<file path="src/rtl/rstcause_pkg.sv">
package rstcause_pkg;
  // cause index doubles as priority rank (0 wins)
  localparam int NCAUSE  = 7;
  localparam int C_VMON  = 0;
  localparam int C_PIN   = 1;
  localparam int C_WDT   = 2;
  localparam int C_MCD   = 3;
  localparam int C_CMP   = 4;
  localparam int C_FLASH = 5;
  localparam int C_SW    = 6;

  // register bit positions
  localparam int RW      = 8;
  localparam int B_PIN   = 0;
  localparam int B_VMON  = 1;
  localparam int B_MCD   = 2;
  localparam int B_WDT   = 3;
  localparam int B_SW    = 4;
  localparam int B_CMP   = 5;
  localparam int B_FLASH = 6;
  localparam int B_RSV   = 7;

  typedef struct packed {
    logic cmp;
    logic mcd;
    logic vmon;
  } src_en_t;

  function automatic int flag_bit(input int c);
    case (c)
      C_VMON:  return B_VMON;
      C_PIN:   return B_PIN;
      C_WDT:   return B_WDT;
      C_MCD:   return B_MCD;
      C_CMP:   return B_CMP;
      C_FLASH: return B_FLASH;
      default: return B_SW;
    endcase
  endfunction

  function automatic logic [RW-1:0] cause_flags(input logic [NCAUSE-1:0] w);
    logic [RW-1:0] f;
    f = '0;
    for (int c = 0; c < NCAUSE; c++)
      if (w[c]) f[flag_bit(c)] = 1'b1;
    return f;
  endfunction
endpackage

</file>
<file path="src/rtl/rstcause_qual.sv">
module rstcause_qual
  import rstcause_pkg::*;
(
  input  logic              vmon_trip,
  input  logic              pin_rst_n,
  input  logic              wdt_expire,
  input  logic              mcd_timeout,
  input  logic              cmp_n,
  input  logic              flash_err,
  input  logic              sw_force,
  input  src_en_t           en,
  output logic [NCAUSE-1:0] win
);
  logic [NCAUSE-1:0] req;

  always_comb begin
    req          = '0;
    req[C_VMON]  = vmon_trip & en.vmon;
    req[C_PIN]   = ~pin_rst_n;
    req[C_WDT]   = wdt_expire;
    req[C_MCD]   = mcd_timeout & en.mcd;
    req[C_CMP]   = ~cmp_n & en.cmp;
    req[C_FLASH] = flash_err;
    req[C_SW]    = sw_force;
  end

  // fixed priority: lowest index wins
  assign win[0] = req[0];
  genvar gi;
  generate
    for (gi = 1; gi < NCAUSE; gi++) begin : g_prio
      assign win[gi] = req[gi] & ~(|req[gi-1:0]);
    end
  endgenerate
endmodule

</file>
<file path="src/rtl/rstcause_stretch.sv">
module rstcause_stretch #(
  parameter int HOLD = 4
) (
  input  logic clk,
  input  logic por_n,
  input  logic trig,
  output logic sys_rst,
  output logic capture
);
  localparam int CW = (HOLD > 1) ? $clog2(HOLD) : 1;
  localparam logic [CW-1:0] LAST = CW'(HOLD - 1);

  logic [CW-1:0] cnt;

  assign capture = trig & ~sys_rst;

  always_ff @(posedge clk or negedge por_n) begin
    if (!por_n) begin
      sys_rst <= 1'b1;
      cnt     <= LAST;
    end else if (capture) begin
      sys_rst <= 1'b1;
      cnt     <= LAST;
    end else if (sys_rst) begin
      if (cnt == '0) sys_rst <= 1'b0;
      else           cnt     <= cnt - 1'b1;
    end
  end

  p_trig_starts_r9: assert property (@(posedge clk) disable iff (!por_n)
    capture |=> sys_rst);
  p_hold_on_r9: assert property (@(posedge clk) disable iff (!por_n)
    (sys_rst && cnt != '0) |=> sys_rst);
  p_release_r9: assert property (@(posedge clk) disable iff (!por_n)
    (sys_rst && cnt == '0) |=> !sys_rst);
endmodule

</file>
<file path="src/rtl/rstcause_store.sv">
module rstcause_store
  import rstcause_pkg::*;
#(
  parameter logic [RW-1:0] ADDR = 8'hEF
) (
  input  logic              clk,
  input  logic              por_n,
  input  logic              in_rst,
  input  logic              capture,
  input  logic [NCAUSE-1:0] win,
  input  logic [7:0]        sfr_addr,
  input  logic              sfr_wr,
  input  logic              sfr_rmw,
  input  logic [RW-1:0]     sfr_wdata,
  output logic [RW-1:0]     sfr_rdata,
  output src_en_t           en,
  output logic              sw_force
);
  logic [RW-1:0] flg;
  logic [RW-1:0] rd_rmw;
  logic          hit;
  logic          wr_en;
  logic          unused_wdata;

  assign hit          = (sfr_addr == ADDR);
  assign wr_en        = hit & sfr_wr & ~in_rst;
  assign sw_force     = wr_en & sfr_wdata[B_SW];
  assign unused_wdata = ^{sfr_wdata[B_RSV], sfr_wdata[B_FLASH],
                          sfr_wdata[B_WDT], sfr_wdata[B_PIN]};

  always_ff @(posedge clk or negedge por_n) begin
    if (!por_n) begin
      flg     <= RW'(1) << B_VMON;
      en.cmp  <= 1'b0;
      en.mcd  <= 1'b0;
      en.vmon <= 1'b1;
    end else begin
      if (capture) flg <= cause_flags(win);
      if (wr_en) begin
        en.cmp  <= sfr_wdata[B_CMP];
        en.mcd  <= sfr_wdata[B_MCD];
        en.vmon <= sfr_wdata[B_VMON];
      end
    end
  end

  always_comb begin
    rd_rmw         = flg;
    rd_rmw[B_CMP]  = en.cmp;
    rd_rmw[B_SW]   = 1'b0;
    rd_rmw[B_MCD]  = en.mcd;
    rd_rmw[B_VMON] = en.vmon;
    rd_rmw[B_RSV]  = 1'b0;
  end

  assign sfr_rdata = !hit ? '0 : (sfr_rmw ? rd_rmw : flg);

  p_one_flag_r3: assert property (@(posedge clk) disable iff (!por_n)
    $countones(flg) == 1);
  p_flags_frozen_r9: assert property (@(posedge clk) disable iff (!por_n)
    in_rst |=> $stable(flg));
  p_en_kept_r10: assert property (@(posedge clk) disable iff (!por_n)
    !wr_en |=> $stable(en));
  p_top_bit_zero_r1: assert property (@(posedge clk) disable iff (!por_n)
    sfr_rdata[B_RSV] == 1'b0);
endmodule

</file>
<file path="src/rtl/rstcause_reg.sv">
module rstcause_reg
  import rstcause_pkg::*;
#(
  parameter int             HOLD = 4,
  parameter logic [RW-1:0]  ADDR = 8'hEF
) (
  input  logic          clk,
  input  logic          por_n,
  input  logic          vmon_trip,
  input  logic          pin_rst_n,
  input  logic          wdt_expire,
  input  logic          mcd_timeout,
  input  logic          cmp_n,
  input  logic          flash_err,
  input  logic [7:0]    sfr_addr,
  input  logic          sfr_wr,
  input  logic          sfr_rmw,
  input  logic [RW-1:0] sfr_wdata,
  output logic [RW-1:0] sfr_rdata,
  output logic          sys_rst
);
  logic [NCAUSE-1:0] win;
  src_en_t           en;
  logic              sw_force;
  logic              capture;

  rstcause_qual u_qual (
    .vmon_trip  (vmon_trip),
    .pin_rst_n  (pin_rst_n),
    .wdt_expire (wdt_expire),
    .mcd_timeout(mcd_timeout),
    .cmp_n      (cmp_n),
    .flash_err  (flash_err),
    .sw_force   (sw_force),
    .en         (en),
    .win        (win)
  );

  rstcause_stretch #(.HOLD(HOLD)) u_stretch (
    .clk    (clk),
    .por_n  (por_n),
    .trig   (|win),
    .sys_rst(sys_rst),
    .capture(capture)
  );

  rstcause_store #(.ADDR(ADDR)) u_store (
    .clk      (clk),
    .por_n    (por_n),
    .in_rst   (sys_rst),
    .capture  (capture),
    .win      (win),
    .sfr_addr (sfr_addr),
    .sfr_wr   (sfr_wr),
    .sfr_rmw  (sfr_rmw),
    .sfr_wdata(sfr_wdata),
    .sfr_rdata(sfr_rdata),
    .en       (en),
    .sw_force (sw_force)
  );

  p_sw_force_r4: assert property (@(posedge clk) disable iff (!por_n)
    sw_force |=> sys_rst);
  p_cmp_gated_r5: assert property (@(posedge clk) disable iff (!por_n)
    (!sys_rst && !en.cmp && !cmp_n && !vmon_trip && pin_rst_n && !wdt_expire
     && !mcd_timeout && !flash_err && !sw_force) |=> !sys_rst);
  p_pin_always_r12: assert property (@(posedge clk) disable iff (!por_n)
    (!sys_rst && !pin_rst_n) |=> sys_rst);
endmodule

</file>
<file path="config.mk">
export PLATFORM = sky130hd
export DESIGN_NAME = rstcause_reg
export DESIGN_NICKNAME = d
export VERILOG_FILES = /design/src/rtl/rstcause_pkg.sv /design/src/rtl/rstcause_qual.sv /design/src/rtl/rstcause_stretch.sv /design/src/rtl/rstcause_store.sv /design/src/rtl/rstcause_reg.sv
export SDC_FILE = /design/constraint.sdc
export NUM_CORES = 1
export LEC_CHECK = 0
export ABC_AREA = 1
export CAP_MARGIN = 20
export CORE_MARGIN = 8
export CORE_UTILIZATION = 36
export CTS_BUF_LIST = sky130_fd_sc_hd__clkbuf_2 sky130_fd_sc_hd__clkbuf_4 sky130_fd_sc_hd__clkbuf_8
export CTS_CLUSTER_DIAMETER = 80
export CTS_CLUSTER_SIZE = 10
export DETAILED_ROUTE_END_ITERATION = 8
export DONT_BUFFER_PORTS = 1
export GPL_TIMING_DRIVEN = 0
export HOLD_SLACK_MARGIN = 0.03
export SYNTH_ARGS = -nofsm -noshare
export SYNTH_HDL_FRONTEND = slang
export SYNTH_SLANG_ARGS = --single-unit
export TNS_END_PERCENT = 50
</file>
<file path="constraint.sdc">
create_clock -name clk -period 1.5 [get_ports clk]
set_input_delay 0.15 -clock clk [delete_from_list [all_inputs] [get_ports clk]]
set_output_delay 0.15 -clock clk [all_outputs]
set_load 0.03 [all_outputs]
</file>
==> results of run 1 <==
==> timing repair <==
item / CTS / global route
endpoints found under the hold margin: 18 / 0
hold buffers: 5 / 0
gates resized for setup: 1 / 1
setup endpoints to repair: 1 / 1
==> final timing paths <==
| check | to | slack, ns | cells after the start | startpoint |
|---|---|---|---|---|
| worst min-delay path | u_store.flg[0]$_DFFE_PN0P_ | 0.06 | 3 | pin_rst_n |
| worst max-delay path | u_stretch.cnt[1]$_DFFE_PN1P_ | 0.07 | 5 | u_stretch.cnt[0]$_DFFE_PN1P_ |
| min in group asynchronous | u_store.flg[4]$_DFFE_PN0P_ | 0.30 | 1 | por_n |
| worst max register to register | u_stretch.cnt[1]$_DFFE_PN1P_ | 0.07 | 5 | u_stretch.cnt[0]$_DFFE_PN1P_ |
| worst min register to register | u_store.flg[1]$_DFFE_PN1P_ | 0.47 | 2 | u_store.flg[1]$_DFFE_PN1P_ |
| max in group asynchronous | u_stretch.cnt[1]$_DFFE_PN1P_ | 0.82 | 1 | por_n |
==> area by class of cell <==
class	instances	area share (%)
timing repair buffer	5	5.128
buffer	1	0.7692
inverter	17	6.795
multi-input combinational	78	46.67
sequential	13	33.97
tap	28	3.590
clock buffer	4	3.077
==> worst reg2reg max path, stage by stage, from the launching register on <==
cell     delay, ns
dfstp_2       0.54
inv_1         0.04
ha_1          0.18
or2_4         0.27
mux2_4        0.29
nand2_1       0.06
==> sequential cells by signal (all words and copies together) (netlist names) <==
| signal | flops |
|---|---|
| u_store.flg | 7 |
| u_store.en | 3 |
| u_stretch.cnt | 2 |
| u_stretch.sys_rst | 1 |
==> metal layers <==
metal,vias up,track usage [%],part of all wire [%]
met1,294,11.22,43
met3,10,3.265,8.7
met2,30,13.79,42
li1,349,-,-
met5,-,0,0
met4,0,11.17,6.0
==> layout by cell type, fill, tap and decap left out, drive strengths merged <==
cell type     n
nor4          1
nor2         14
nand2        47
nand4         2
mux2          1
conb          1
nand3         6
dfstp         5
dfrtp         8
ha            1
inv          17
clkbuf        4
buf           1
a21oi         3
dlygate4sd3   5
or2           2
==> cells in the mapped netlist, drive strengths merged <==
cell type / count / area [sq um]
or2: 2 / 15.02
buf: 1 / 7.510
ha: 1 / 12.51
mux2: 1 / 15.01
conb: 1 / 3.750
a21oi: 3 / 15.01
nand2: 47 / 237.7
nor4: 1 / 6.260
nand4: 2 / 18.77
nor2: 14 / 93.84
dfrtp: 8 / 200.2
dfstp: 5 / 131.4
nand3: 6 / 30.03
inv: 17 / 66.31
==> metrics by stage <==
| step | instance area (sq um) | setup slack [ns] |
|---|---|---|
| floorplan | 853.3 | 0.1222 |
| global placement | 888.4 | 0.09002 |
| detailed placement | 888.4 | 0.07847 |
| CTS | 972.2 | 0.04682 |
| global route | 975.9 | 0.001331 |
| finish | 975.9 | 0.06538 |
==> kinds of logic after synthesis <==
kind of cell / after synthesis / synth area share (%)
and+or+nand+nor: 72 / 47.07
buffers and inverters: 18 / 8.651
other: 1 / 0.4395
DFF: 13 / 38.86
muxes: 1 / 1.759
adders and majority gates: 1 / 1.466
AOI/OAI and AO/OA: 3 / 1.759
==> where the power goes <==
| group | total [mW] | switching [mW] | leakage [nW] | internal, mW |
|---|---|---|---|---|
| Sequential | 0.536 | 0.0763 | 0.161 | 0.460 |
| Combinational | 0.407 | 0.226 | 0.350 | 0.180 |
| Clock | 0.234 | 0.113 | 0.0184 | 0.121 |
==> out/results.ini, run 1 <==
[finish]
instances_no_fill=146
areaGrowthSynthToFinish_pct=14.37
register_area_sq_um=331.6
final_core_utilization_pct=43.70
diodes=0
multi_input_area_sq_um=455.4
nNetsFinal=146
final_layout_size_suffix_gt1_share_pct=29.66
nFillCells=233

[worst_setup_path]
path_cells=inv_1, ha_1, or2_4, mux2_4, nand2_1
worstPathArrival_ns=1.66
critPathBufInv=1
path_delay_family=flip-flops
end_kind=flop
cp_data_required_time_ns=1.72
slowest_delay_ns=0.54
startpoint_type=flop
critical-path-slowest-cell=dfstp_2
worstPathMaxFanout=4
path_class=flop to flop

[run]
drv_cap=0

[grt]
grt_usage_pct=9.993
grt_overflow=0
grt_max_degree=14
grt_pass1_wl_mm=3.243
antenna_found_initial=0
grt_pass1_vias=717

[drt]
drt-vias-per-instance=4.678
vias=683
drt_iter0_drc=14
detail_route.first_pass.iterations=2
wl_mm=1.863
wl_per_cell_microns=12.76
drc=0
ant_nets=0

[yosys]
synth.distinct_cells=24
ys_seq_area_share_pct=38.86
synth_warnings=0
synth.avg_cell_area_sq_um=7.829
syn_inst=109
ys_seq_elements=13
synthesis.area_sq_um=853.3
syn-num-nets=136

[timing]
maxSlewViolCount=0
clock.fmax_mhz=697.0
min_period_ns=1.435
finalCritPeriodShare_pct=95.64
max_slew.worst_pin.slew_ns=0.6628
rsz0062_at_grt=no
finalSetupViolCount=0
whs_ns=0.05771
hold_viol=0
relSlewSlack_pct=55.95
skew_ns=0.003240
fin_setup_tns_ns=0

[clocking]
clockBufferDepth=2
cts_max_level=1
numCtsBuffers=3
cts_tree=yes
clkTransAtPathRegs_ns=0.07
clk_latency_ns=0.28
post-cts-setup-buffers=0
root_buffer=clkbuf_4
cts.sinks=13

[outcome]
status=finished clean

[placement]
routabilityCongestion=0.7189
dp.cells=137
io_buffers=0
dp_hpwl_mm=1.433

[power_and_ir_drop]
power_density_nw_per_um2=1205
power_mw=1.176
peakVddDrop_mv=0.5895
p_leak_nw=0.5291

[hold_path]
worstHoldPathType=primary input to flop

[floorplan]
die_x_microns=64.69
core_area_sq_um=2233
ios=35
initial_core_util_pct=38.21
rows=17
die-area_sq_um=4184
die_y_microns=64.69

No activity file was read; power rests on OpenSTA's default activity.
==> inputs of run 2 (changes only) <==
--- a/config.mk
+++ b/config.mk
@@ -5,7 +5,6 @@
 export SDC_FILE = /design/constraint.sdc
 export NUM_CORES = 1
 export LEC_CHECK = 0
-export ABC_AREA = 1
 export CAP_MARGIN = 20
 export CORE_MARGIN = 8
 export CORE_UTILIZATION = 36
@@ -14,7 +13,6 @@
 export CTS_CLUSTER_SIZE = 10
 export DETAILED_ROUTE_END_ITERATION = 8
 export DONT_BUFFER_PORTS = 1
-export GPL_TIMING_DRIVEN = 0
 export HOLD_SLACK_MARGIN = 0.03
 export SYNTH_ARGS = -nofsm -noshare
 export SYNTH_HDL_FRONTEND = slang
==> run 2 against run 1 <==
Effect of this change:
- area after synthesis is 6.7% lower
- combinational power is 19% higher
- via count shrank 13%
- worst setup slack worse by 0.0073 ns
- total power rose by 5.2%
- sequential power is 3% lower
- clock power barely moved
- global-route usage down 0.52 points
- first-iteration DRC count shrank 50%
- sequential share of layout area grew 0.35 points
- clock skew rose by 0.0014 ns
- maximum frequency down 0.50%
- critical path type unchanged
- highest routed layer unchanged
==> out/results.ini, run 2 <==
[timing]
min_period_ns=1.442  ; +0.007262 ns
whs_ns=0.1015  ; +0.04378 ns
finalSetupViolCount=0  ; unchanged
hold_viol=0  ; unchanged
finalCritPeriodShare_pct=96.13  ; +0.48 points
relSlewSlack_pct=61.50  ; +5.5 points
maxSlewViolCount=0  ; unchanged
skew_ns=0.004593  ; +0.001353 ns
rsz0062_at_grt=yes
clock.fmax_mhz=693.5  ; -0.50%
max_slew.worst_pin.slew_ns=0.5757  ; -0.08715 ns

[finish]
final_area_sq_um=965.9  ; -1.0%
nFillCells=202  ; -13%
largest_reg_flops=7  ; unchanged
register_area_sq_um=331.6  ; unchanged
final_layout_size_suffix_gt1_share_pct=40.91  ; +11 points
diodes=0  ; unchanged
areaGrowthSynthToFinish_pct=21.38
instances_no_fill=116  ; -21%
largestRegisters=u_store.flg (7), u_store.en (3), u_stretch.cnt (2)
layout_common_cells=9 x nor2_1, 9 x buf_4, 8 x dfrtp_1
nNetsFinal=116  ; -21%
top_register=u_store.flg
multi_input_area_sq_um=450.4  ; -1.1%

[drt]
wl_mm=1.769  ; -5.0%
met3_length_microns=201  ; +24%
vias=592  ; -13%
wl_met1_microns=804  ; +0.50%
wl_met2_microns=740  ; -6.1%
ant_nets=0  ; unchanged
drt-vias-per-instance=5.103  ; +9.1%
top_layer=met4
drc=0  ; unchanged
drt_iter0_drc=7  ; -7
wl_per_cell_microns=15.25  ; +20%
detail_route.first_pass.iterations=4  ; +2

[worst_setup_path]
end_kind=flop
cp_data_required_time_ns=1.67  ; -0.05 ns
worstPathMaxFanout=5  ; +1
path_class=flop to flop
startpoint_type=flop
worstPathArrival_ns=1.61  ; -0.05 ns

[yosys]
ys_seq_elements=13  ; unchanged
syn_inst=73  ; -33%
syn-num-nets=100  ; -26%
synth_common_cells=9 x nor2_1, 8 x dfrtp_1, 5 x dfstp_2
synth.avg_cell_area_sq_um=10.90  ; +39%
synth_warnings=0  ; unchanged
synth_edf_count=0  ; unchanged
synth_top_area_share_pct=25.16  ; +1.7 points
synth.most_common_cell=nor2_1
synthFlopType=dfrtp_1
synth_top_cell_by_area=dfrtp_1
ys_seq_area_share_pct=41.67  ; +2.8 points
synth.distinct_cells=38  ; +58%
synth_area_leaders=dfrtp_1 25%, dfstp_2 17%, mux2i_1 5.0%, nor2_1 4.2%, mux2_2 4.2%
ys_async_sr_fraction_pct=100.0  ; unchanged
synthesis.area_sq_um=795.8  ; -6.7%

[grt]
grt_usage_pct=9.475  ; -0.52 points
grt_pass1_wl_mm=3.022  ; -6.8%
antenna_found_initial=0  ; unchanged
grt_overflow=0  ; unchanged
grt_pass1_vias=655  ; -8.6%
grt_max_degree=14  ; unchanged

[placement]
place_area_sq_um=890.9  ; +0.28%
dp_hpwl_mm=1.492  ; +4.2%
dp.cells=108  ; -21%
routabilityCongestion=0.7951  ; +11%
io_buffers=0  ; unchanged

[hold_path]
worstHoldPathType=primary input to flop

[floorplan]
die-area_sq_um=3971  ; -5.1%
rows=17  ; unchanged
die_x_microns=63.02  ; -2.6%
core_area_sq_um=2148  ; -3.8%
ios=35  ; unchanged
initial_core_util_pct=37.04  ; -1.2 points
die_y_microns=63.02  ; -2.6%

[power_and_ir_drop]
peakVddDrop_mv=0.7048  ; +20%
p_leak_nw=0.4523  ; -15%
power_density_nw_per_um2=1281  ; +6.3%
power_mw=1.238  ; +5.2%

[clocking]
root_buffer=clkbuf_4
clkTransAtPathRegs_ns=0.08  ; about the same
clk_latency_ns=0.27  ; about the same
cts.sinks=13  ; unchanged
cts_tree=yes
clockBufferDepth=2  ; unchanged
post-cts-setup-buffers=0  ; unchanged
numCtsBuffers=3  ; unchanged
cts_max_level=1  ; unchanged

[run]
drv_cap=0  ; unchanged

[outcome]
status=finished clean

## run 2: changes by cell type after synthesis, moves of 3 or more
cell,before,now
nand2_1,34,3
inv_1,15,3
nand2_2,9,1
nand3_1,6,1
mux2i_1,0,4
and2_1,0,3
mux2_2,0,3
nand2_4,3,0
nor2_4,3,0
o21ai_0,0,3
## run 2: logic make-up (layout without fill, tap and decap cells)
group                      Yosys count  after routing  share of synthesized area (%)
AOI/OAI and AO/OA                   13             13                          13.52
adders and majority gates            1              1                          1.572
buffers and inverters                5             20                          2.987
other                                1              1                         0.4712
and+or+nand+nor                     32             32                          28.62
muxes                                8              8                          11.16
DFF                                 13             13                          41.67
## run 2: where the power goes
group          total [mW]  internal, mW  switching [mW]
clock               0.233         0.121           0.112
sequential          0.520         0.467          0.0534
combinational       0.484         0.239           0.246
total                1.24         0.827           0.411
## run 2: layout make-up
cell class	instances	area share [%]
timing repair buffer	13	11.14
sequential	13	34.33
inverter	3	1.166
clock buffer	4	3.109
tap	28	3.627
multi-input combinational	55	46.63
## run 2: worst paths after layout
kind | startpoint | end | slack [ns] | cells past startpoint
setup / recovery | u_stretch.sys_rst$_DFF_PN1_ | u_store.flg[3]$_DFFE_PN0P_ | 0.06 | 4
hold / removal | pin_rst_n | u_store.flg[0]$_DFFE_PN0P_ | 0.10 | 2
setup reg to reg | u_stretch.sys_rst$_DFF_PN1_ | u_store.flg[3]$_DFFE_PN0P_ | 0.06 | 4
hold reg to reg | u_store.flg[6]$_DFFE_PN0P_ | u_store.flg[6]$_DFFE_PN0P_ | 0.49 | 1
max in group asynchronous | por_n | u_stretch.sys_rst$_DFF_PN1_ | 0.81 | 1
min in group asynchronous | por_n | u_store.flg[5]$_DFFE_PN0P_ | 0.31 | 1
## run 2: critical path, stage by stage (launching register included)
cell and delay, ns:
dfstp_2 0.57, nand3b_1 0.17, nor3_4 0.06, o31ai_4 0.22, mux2_4 0.32
## run 2: metal layers
| metal | vias up | track usage, % |
|---|---|---|
| met4 | 0 | 3.419 |
| met2 | 31 | 13.44 |
| met5 | - | 0 |
| met3 | 2 | 4.122 |
| met1 | 270 | 12.28 |
| li1 | 289 | - |
## run 2: repair_timing
action	in CTS	in global routing
endpoints found under the hold margin	16	0
hold buffers	4	0
endpoints found under the setup margin	0	4
gates resized for setup	0	1
## run 2: stage by stage
step	util [%]	TNS [ns]	setup WS [ns]
after floorplan	-	-0.02770	-0.02770
after global placement	41.47	0	0.09150
after detailed placement	41.47	0	0.05524
after CTS	44.73	0	0.04076
after global routing	44.96	-0.01126	-0.01126
final	44.96	0	0.05812
==> inputs of run 3 (changes only) <==
--- a/config.mk
+++ b/config.mk
@@ -7,13 +7,15 @@
 export LEC_CHECK = 0
 export CAP_MARGIN = 20
 export CORE_MARGIN = 8
-export CORE_UTILIZATION = 36
+export CORE_UTILIZATION = 57
 export CTS_BUF_LIST = sky130_fd_sc_hd__clkbuf_2 sky130_fd_sc_hd__clkbuf_4 sky130_fd_sc_hd__clkbuf_8
 export CTS_CLUSTER_DIAMETER = 80
 export CTS_CLUSTER_SIZE = 10
 export DETAILED_ROUTE_END_ITERATION = 8
 export DONT_BUFFER_PORTS = 1
+export GPL_TIMING_DRIVEN = 0
 export HOLD_SLACK_MARGIN = 0.03
+export PLACE_DENSITY = 0.75
 export SYNTH_ARGS = -nofsm -noshare
 export SYNTH_HDL_FRONTEND = slang
 export SYNTH_SLANG_ARGS = --single-unit
==> run 3 against run 2 <==
Effect of this change:
- non-clock buffer count is 2 higher
- largest power group is now combinational cells
- wire length grew 6.0%
- clock skew shrank 0.0015 ns
- the flow now finishes with violations (setup timing)
- die area fell by 28%
- total power is 13% higher
- clock-buffer cell count unchanged
- via count up 5.2%
==> out/results.ini, run 3 (same netlist as run 2, synthesis figures left out) <==
[outcome]
status=finished with violations
violations=setup timing

[placement]
pre_cts_ws_ns=-0.1418  ; -0.1971 ns
dp_hpwl_mm=1.305  ; -13%
routabilityCongestion=0.7139  ; -10%
io_buffers=0  ; unchanged

[timing]
fin_setup_tns_ns=-0.06470  ; -0.06470 ns
clock.fmax_mhz=639.1  ; -7.8%
maxSlewViolCount=0  ; unchanged
hold_viol=0  ; unchanged
whs_ns=0.09785  ; -0.003638 ns
rsz0062_at_grt=yes
max_slew.worst_pin.slew_ns=0.5923  ; +0.01668 ns
relSlewSlack_pct=60.37  ; -1.1 points
finalSetupViolCount=1  ; +1
setup_ws_ns=-0.06470  ; -0.1228 ns
skew_ns=0.003055  ; -0.001539 ns
finalCritPeriodShare_pct=104.3  ; +8.2 points
min_period_ns=1.565  ; +0.1228 ns

[clocking]
cts_tree=yes
numCtsBuffers=3  ; unchanged
clkTransAtPathRegs_ns=0.08  ; about the same
clockBufferDepth=2  ; unchanged
cts_max_level=1  ; unchanged
cts.sinks=13  ; unchanged
root_buffer=clkbuf_4
clk_latency_ns=0.27  ; about the same

[finish]
diodes=0  ; unchanged
final_common_cell=buf_4
nNetsFinal=118  ; +1.7%
largest_reg_flops=7  ; unchanged
nFillCells=106  ; -48%
top_register=u_store.flg
largestRegisters=u_store.flg (7), u_store.en (3), u_stretch.cnt (2)
final_layout_size_suffix_gt1_share_pct=44.44  ; +3.5 points
layout_common_cells=10 x buf_4, 8 x nor2_1, 8 x dfrtp_1
areaGrowthSynthToFinish_pct=22.96

[hold_path]
worstHoldPathType=primary input to flop
min-delay-start=pin_rst_n

[floorplan]
die_x_microns=53.37  ; -15%
core_area_sq_um=1301  ; -39%
initial_core_util_pct=61.15  ; +24 points
die_y_microns=53.37  ; -15%
rows=13  ; -4
die-area_sq_um=2848  ; -28%
ios=35  ; unchanged

[power_and_ir_drop]
peakVddDrop_mv=0.8951  ; +27%
power_density_nw_per_um2=1434  ; +12%
p_leak_nw=0.4523  ; about the same

[run]
drv_cap=0  ; unchanged

[grt]
grt_overflow=0  ; unchanged
grt_pass1_vias=540  ; -18%
grt_max_degree=14  ; unchanged
grt_usage_pct=12.87  ; +3.4 points
antenna_found_initial=0  ; unchanged
grt_pass1_wl_mm=2.670  ; -12%

[drt]
detail_route.first_pass.iterations=4  ; unchanged
vias=623  ; +5.2%
wl_mm=1.876  ; +6.0%
drt_iter0_drc=11  ; +4
drc=0  ; unchanged
drt-vias-per-instance=5.933  ; +16%
wl_per_cell_microns=17.87  ; +17%
ant_nets=0  ; unchanged

[worst_setup_path]
path_class=flop to flop
critical-path-slowest-cell=dfstp_2
path_cells=buf_8, clkinvlp_4, buf_4, o31ai_4, mux2_4
reg2reg_from=u_stretch.sys_rst$_DFF_PN1_
worstPathArrival_ns=1.73  ; +0.12 ns
cp_data_required_time_ns=1.66  ; about the same
worstPathMaxFanout=4  ; -1
cp-startpoint=u_stretch.sys_rst$_DFF_PN1_
end_kind=flop
slowest_delay_ns=0.66  ; +0.09 ns
startpoint_type=flop

[run 3: report_power, final]
| group | internal, mW | total (mW) | leakage (nW) | switching [mW] |
|---|---|---|---|---|
| logic | 0.340 | 0.615 | 0.273 | 0.276 |
| registers | 0.468 | 0.550 | 0.160 | 0.0811 |
| clock network | 0.121 | 0.238 | 0.0184 | 0.117 |
[run 3: area by class of cell]
type	instances	area (sq um)	share of cell area (%)
Buffer	2	22.52	2.302
Clock buffer	4	30.03	3.069
Inverter	3	15.01	1.535
Multi-Input combinational cell	55	452.9	46.29
Sequential cell	13	331.6	33.89
Tap cell	15	18.77	1.918
Timing Repair Buffer	13	107.6	11.00
[run 3: worst paths after layout]
check                                               end  slack, ns  cells past startpoint
setup / recovery             u_store.flg[3]$_DFFE_PN0P_      -0.06                      5
hold reg to reg              u_store.flg[6]$_DFFE_PN0P_       0.47                      1
min in group asynchronous     u_store.en[1]$_DFFE_PN0N_       0.31                      1
max in group asynchronous  u_stretch.cnt[0]$_DFFE_PN1P_       0.82                      1
setup reg to reg             u_store.flg[3]$_DFFE_PN0P_      -0.06                      5
hold / removal               u_store.flg[0]$_DFFE_PN0P_        0.1                      2
[run 3: critical path: cells and delay by family (launching register included)]
| kind | cells | cell delay, ns |
|---|---|---|
| buf+inv | 3 | 0.40 |
| mux | 1 | 0.33 |
| flops | 1 | 0.66 |
| compound gates | 1 | 0.06 |
[run 3: routing by layer]
layer | wire length (microns) | vias to the layer above | track usage, %
met5 | 0 | - | 0
met4 | 6 | 0 | 5.042
met3 | 252 | 2 | 5.882
met2 | 899 | 34 | 20.51
met1 | 717 | 293 | 14.59
li1 | - | 294 | -
[run 3: what timing repair did]
action                                  CTS  global route
pin swaps                                 1             2
gates resized for setup                   1             6
hold buffers                              3             1
endpoints found under the setup margin    5            11
hold endpoints to repair                 16             1
setup buffers                             1             8
[run 3: stage by stage]
step / total power, mW / cells / utilization, % / cell area [sq um]
2_1_floorplan: 0.8697 / 73 / - / 803.3
3_3_place_gp: 0.9184 / 88 / 63.17 / 822.0
3_5_place_dp: 0.9482 / 88 / 63.17 / 822.0
4_1_cts: 1.213 / 96 / 68.56 / 892.1
5_1_grt: 1.493 / 105 / 75.19 / 978.4
6_report: 1.403 / 105 / 75.19 / 978.4
